===== config.mk =====
export PLATFORM = sky130hd
export DESIGN_NAME = orbit_chan
export DESIGN_NICKNAME = d
export VERILOG_FILES = /design/src/rtl/orbit_chan_pkg.sv /design/src/rtl/orbit_sync_edge.sv /design/src/rtl/orbit_int_gen.sv /design/src/rtl/orbit_coarse_delay.sv /design/src/rtl/orbit_stretch.sv /design/src/rtl/orbit_chan.sv
export SDC_FILE = /design/constraint.sdc
export NUM_CORES = 1
export LEC_CHECK = 0
export ABC_AREA = 0
export BUFFER_PORTS_ARGS = -buffer_cell sky130_fd_sc_hd__clkbuf_2
export CORE_MARGIN = 2
export CORE_UTILIZATION = 45
export DETAILED_ROUTE_END_ITERATION = 16
export GPL_TIMING_DRIVEN = 0
export PLACE_DENSITY = 0.67
export SYNTH_ARGS = -nofsm -noshare
export SYNTH_HDL_FRONTEND = slang
export SYNTH_SLANG_ARGS = --single-unit

===== constraint.sdc =====
create_clock -name clk -period 2.9 [get_ports clk]
set_clock_uncertainty 0.1 [all_clocks]
set_input_delay 0.29 -clock clk [delete_from_list [all_inputs] [get_ports clk]]
set_output_delay 0.29 -clock clk [all_outputs]
set_load 0.05 [all_outputs]

===== src/rtl/orbit_chan_pkg.sv =====
package orbit_chan_pkg;
  // Longest legal coarse shift, one tick short of a full orbit
  localparam int ORB_MAX_DELAY  = 3563;
  // Generator period used when the period input is zero
  localparam int ORB_DEF_PERIOD = 3564;
  // Floor on the output pulse width in ticks
  localparam int ORB_MIN_WIDTH  = 3;
  localparam int ORB_SYNC_STAGES = 2;

  typedef enum logic {
    SRC_EXT = 1'b0,
    SRC_INT = 1'b1
  } orb_src_e;
endpackage


===== src/rtl/orbit_sync_edge.sv =====
module orbit_sync_edge #(
  parameter int STAGES = 2
) (
  input  logic clk,
  input  logic rst_n,
  input  logic async_i,
  output logic evt_o
);
  // chain[STAGES-1] is the synchronized level, chain[STAGES] its previous value
  logic [STAGES:0] chain;

  always_ff @(posedge clk or negedge rst_n) begin
    if (!rst_n) chain <= '0;
    else        chain <= {chain[STAGES-1:0], async_i};
  end

  assign evt_o = chain[STAGES-1] & ~chain[STAGES];
endmodule


===== src/rtl/orbit_int_gen.sv =====
module orbit_int_gen #(
  parameter int PER_W      = 12,
  parameter int DEF_PERIOD = 3564
) (
  input  logic             clk,
  input  logic             rst_n,
  input  logic             enable_i,
  input  logic             clear_i,
  input  logic [PER_W-1:0] period_i,
  output logic [PER_W-1:0] count_o,
  output logic             evt_o
);
  logic [PER_W-1:0] per_eff;
  logic [PER_W-1:0] last;
  logic [PER_W-1:0] cnt;

  assign per_eff = (period_i == '0) ? PER_W'(DEF_PERIOD) : period_i;
  assign last    = per_eff - PER_W'(1);

  always_ff @(posedge clk or negedge rst_n) begin
    if (!rst_n)        cnt <= '0;
    else if (clear_i)  cnt <= '0;
    else if (enable_i) cnt <= (cnt >= last) ? '0 : cnt + PER_W'(1);
  end

  assign count_o = cnt;
  assign evt_o   = enable_i & ~clear_i & (cnt == '0);
endmodule


===== src/rtl/orbit_coarse_delay.sv =====
module orbit_coarse_delay #(
  parameter int DLY_W     = 12,
  parameter int MAX_DELAY = 3563
) (
  input  logic             clk,
  input  logic             rst_n,
  input  logic             evt_i,
  input  logic [DLY_W-1:0] delay_i,
  output logic             fire_o,
  output logic             pending_o,
  output logic [DLY_W-1:0] cnt_o
);
  logic [DLY_W-1:0] d_eff;
  logic [DLY_W-1:0] cnt;
  logic             pending;
  logic             fire;

  assign d_eff = (delay_i > DLY_W'(MAX_DELAY)) ? DLY_W'(MAX_DELAY) : delay_i;

  always_ff @(posedge clk or negedge rst_n) begin
    if (!rst_n) begin
      cnt     <= '0;
      pending <= 1'b0;
      fire    <= 1'b0;
    end else begin
      fire <= 1'b0;
      if (evt_i) begin
        // a fresh event always wins over one still counting
        if (d_eff == '0) begin
          fire    <= 1'b1;
          pending <= 1'b0;
          cnt     <= '0;
        end else begin
          cnt     <= d_eff;
          pending <= 1'b1;
        end
      end else if (pending) begin
        if (cnt == DLY_W'(1)) begin
          fire    <= 1'b1;
          pending <= 1'b0;
          cnt     <= '0;
        end else begin
          cnt <= cnt - DLY_W'(1);
        end
      end
    end
  end

  assign fire_o    = fire;
  assign pending_o = pending;
  assign cnt_o     = cnt;
endmodule


===== src/rtl/orbit_stretch.sv =====
module orbit_stretch #(
  parameter int LEN_W     = 8,
  parameter int MIN_WIDTH = 3
) (
  input  logic             clk,
  input  logic             rst_n,
  input  logic             fire_i,
  input  logic [LEN_W-1:0] length_i,
  output logic             active_o
);
  localparam int CW = LEN_W + 1;

  logic [CW-1:0] len_p1;
  logic [CW-1:0] w_eff;
  logic [CW-1:0] rem;

  assign len_p1 = {1'b0, length_i} + CW'(1);
  assign w_eff  = (len_p1 < CW'(MIN_WIDTH)) ? CW'(MIN_WIDTH) : len_p1;

  always_ff @(posedge clk or negedge rst_n) begin
    if (!rst_n)          rem <= '0;
    else if (fire_i)     rem <= w_eff;
    else if (rem != '0)  rem <= rem - CW'(1);
  end

  assign active_o = (rem != '0);
endmodule


===== src/rtl/orbit_chan.sv =====
module orbit_chan
  import orbit_chan_pkg::*;
#(
  parameter int DLY_W       = 12,
  parameter int PER_W       = 12,
  parameter int LEN_W       = 8,
  parameter int MAX_DELAY   = ORB_MAX_DELAY,
  parameter int DEF_PERIOD  = ORB_DEF_PERIOD,
  parameter int MIN_WIDTH   = ORB_MIN_WIDTH,
  parameter int SYNC_STAGES = ORB_SYNC_STAGES
) (
  input  logic             clk,
  input  logic             rst_n,
  input  logic             orb_async_i,
  input  logic             src_internal_i,
  input  logic             gen_enable_i,
  input  logic             gen_clear_i,
  input  logic [PER_W-1:0] gen_period_i,
  input  logic [DLY_W-1:0] delay_i,
  input  logic [LEN_W-1:0] length_i,
  input  logic             invert_i,
  output logic [PER_W-1:0] gen_count_o,
  output logic             orb_o
);
  logic             ext_evt;
  logic             int_evt;
  logic             sel_evt;
  logic             fire;
  logic             pending;
  logic [DLY_W-1:0] dly_cnt;
  logic             active;
  orb_src_e         src;

  orbit_sync_edge #(.STAGES(SYNC_STAGES)) u_sync (
    .clk     (clk),
    .rst_n   (rst_n),
    .async_i (orb_async_i),
    .evt_o   (ext_evt)
  );

  orbit_int_gen #(.PER_W(PER_W), .DEF_PERIOD(DEF_PERIOD)) u_gen (
    .clk      (clk),
    .rst_n    (rst_n),
    .enable_i (gen_enable_i),
    .clear_i  (gen_clear_i),
    .period_i (gen_period_i),
    .count_o  (gen_count_o),
    .evt_o    (int_evt)
  );

  assign src     = orb_src_e'(src_internal_i);
  assign sel_evt = (src == SRC_INT) ? int_evt : ext_evt;

  orbit_coarse_delay #(.DLY_W(DLY_W), .MAX_DELAY(MAX_DELAY)) u_dly (
    .clk       (clk),
    .rst_n     (rst_n),
    .evt_i     (sel_evt),
    .delay_i   (delay_i),
    .fire_o    (fire),
    .pending_o (pending),
    .cnt_o     (dly_cnt)
  );

  orbit_stretch #(.LEN_W(LEN_W), .MIN_WIDTH(MIN_WIDTH)) u_str (
    .clk      (clk),
    .rst_n    (rst_n),
    .fire_i   (fire),
    .length_i (length_i),
    .active_o (active)
  );

  assign orb_o = active ^ invert_i;
endmodule


==> results.cfg <==
[run_status]
outcome = complete, but fails checks
violations = setup timing

[routing]
vias_per_cell = 5.69
drtAntennaViolNets = 0
vias = 2679
drtPass1Iterations = 4
drc = 0
wl_per_cell_microns = 14.7
drt_iter0_markers = 102
routed_wirelength_mm = 6.91

[timing]
slew_viol_final = 0
worstMarginPinSlew_ps = 935
layout_worst_path_cycle_share_pct = 103
finalSetupViolCount = 11
fin_ws_ps = -101
hold_viol_final = 0
period_needed_ps = 3000
slew_headroom_pct = 37.7
timing.fmax_mhz = 333
rsz0062_at_grt = yes

[clocking]
cts_buffer_depth = 2
cts_sinks = 38
clk_latency_ps = 290
cts_root_buf = clkbuf_8
htreeDepth = 2
cts_tree = built
cts_buffers = 5
clk_pin_slew_ps = 80

[power]
leakage_nw = 1.57
power.density_nw_per_um2 = 544
ir_worst_vdd_v = 0.000512

[yosys]
synth.avg_cell_area_sq_um = 8.54
synth_commonest_cells = 39 x nand2_1, 38 x dfrtp_1, 27 x nor2_1
synth_seq_cells = 38
ys_types = 56
syn_nets = 391
synth-seq-area-share_pct = 33.4
synth_area_leaders = dfrtp_1 33%, ha_1 8.4%, nand2_1 5.1%
synth_area_leader_cell = dfrtp_1
yosys_warnings = 0
syn_inst = 333
yosysTopAreaCellShare_pct = 33.4
synthFlopType = dfrtp_1
syn_area_sq_um = 2850
synthArstFlopShare_pct = 100
synth_edf_count = 0
synth_most_common_cell = nand2_1

[global_route]
grt_max_degree = 39
grt_pass1_wl_mm = 10.8
overflow = 0
globalRouteTotalUtil_pct = 18.6
antenna_found_initial = 0
grt_pass1_vias = 2406

[die]
die_y_microns = 83.5
fp.dieW_microns = 83.5
start_util_pct = 47.2
ioPinCount = 52
dieArea_sq_um = 6970
rows = 28
core_sq_um = 6030

[finish]
drive_above_1_share_pct = 25.3
seq_area_sq_um = 951
multiInputGateArea_sq_um = 1950
diodes = 0
nNetsFinal = 453
fill_cells = 555
final_cells = 471
synthToLayoutAreaGrowth_pct = 23.4
final_area_sq_um = 3510

[setup_path]
start_kind = input pin
worstPathArrival_ps = 3120
worstPathRequired_ps = 3020
worstSetupEndpointType = register
crit_type = in -> reg
reg2reg_setup_slack_ps = 510
r2r_cells = 8
cp_max_fo = 7

[placement]
gp_congestion = 0.844
placed_cell_area_sq_um = 3220
pre_cts_slack_ps = -427
place.port_buffers = 48
dp.cells = 456
dp_hpwl_mm = 4.95

[min_path]
min_path_type = in -> async

[job]
drv_cap = 0
[what timing repair did]
item	in CTS	in global routing
resized for setup	4	35
setup endpoints to repair	11	11
gates cloned	0	1
buffers inserted	2	3
pin swaps	1	18
hold buffers	1	0
endpoints found under the hold margin	1	0
[placed cells by master (no fill, tap or decap), types with 4 or more instances in the layout]
master    count
nand4_1       6
nor3_1       13
o21ai_2       4
inv_1        10
buf_6         4
dfrtp_1      38
and3_1        4
clkbuf_2     44
xnor2_1      15
nand2_1      38
o22a_1        5
a31oi_1       4
clkbuf_8      6
nor4_1        6
a211o_1       4
buf_4         6
o21ai_0      20
nand2b_1      5
a21oi_1      10
xor2_1       10
nand3_1      14
o31ai_1       4
clkbuf_1      7
nor2_1       23
ha_1         18
[where the power goes]
part           leakage [nW]  internal [mW]  total (mW)  switching (mW)
sequential            0.456          0.673       0.866           0.193
clock                0.0472          0.191       0.377           0.186
combinational          1.07          0.299       0.667           0.368
total                  1.57           1.16        1.91           0.746
[routing by layer]
layer  GRT usage (%)  wire length (microns)  up-vias  part of all wire (%)
met3            3.76                    265        9                   3.8
li1                -                      -     1346                     -
met1            25.6                   3180     1264                    46
met2            30.5                   3380       60                    49
met4            4.11                     84        0                   1.2
met5               0                      0        -                     0
[worst max-delay path, stage by stage]
cell and delay, ps:
buf_2 140, nor4_4 280, nand2b_1 130, or3_4 360
nand2_2 80, xor2_1 170, ha_1 260, a2111o_1 480
or3_4 420, o21ai_4 90, nor2_4 90, buf_6 140
nor2_2 90, a211o_1 100
[state kept, by name (all words and copies together) (netlist names)]
| signal | cells |
|---|---|
| u_gen.count_o | 12 |
| u_dly.fire_o | 1 |
| u_dly.pending_o | 1 |
| u_sync.chain | 3 |
| u_dly.cnt_o | 12 |
| u_str.rem | 9 |
[worst paths after layout]
check | start | to
setup / recovery | gen_period_i[8] | u_gen.count_o[11]
hold / removal | rst_n | u_str.rem[8]
setup reg to reg | u_gen.count_o[9] | u_gen.count_o[11]
hold reg to reg | u_sync.chain[0] | u_sync.chain[1]
max in group asynchronous | rst_n | u_gen.count_o[1]
min in group clk | delay_i[1] | u_dly.cnt_o[1]
[cell type report]
cell class,count,area share [%]
buffer,11,1.75
clock buffer,6,2.35
timing repair buffer,55,8.98
clock inverter,2,0.356
multi-input combinational,272,55.5
tap,75,2.67
sequential,38,27.1
inverter,12,1.28
[cell families after synthesis]
logic type,share of synthesized area [%]
flip-flops,33.4
AND/OR/NAND/NOR,28.4
XOR/XNOR,7.70
multiplexers,1.85
adder cells (fa/ha/maj),8.36
AO/OA/AOI/OAI,16.8
buffers and inverters,3.52
[stage by stage]
step | utilization (%) | TNS, ps | hold slack [ps] | power (mW)
after global routing | 58.3 | -1900 | 121 | 2.06
after floorplan | - | 0 | -106 | 1.31
final | 58.3 | -626 | 29.6 | 1.91
after CTS | 55.8 | -1.52 | 62.6 | 1.90
after global placement | 53.5 | -3760 | 233 | 1.49
after detailed placement | 53.5 | -4370 | 246 | 1.51
Power figures use the tool's default switching activity.
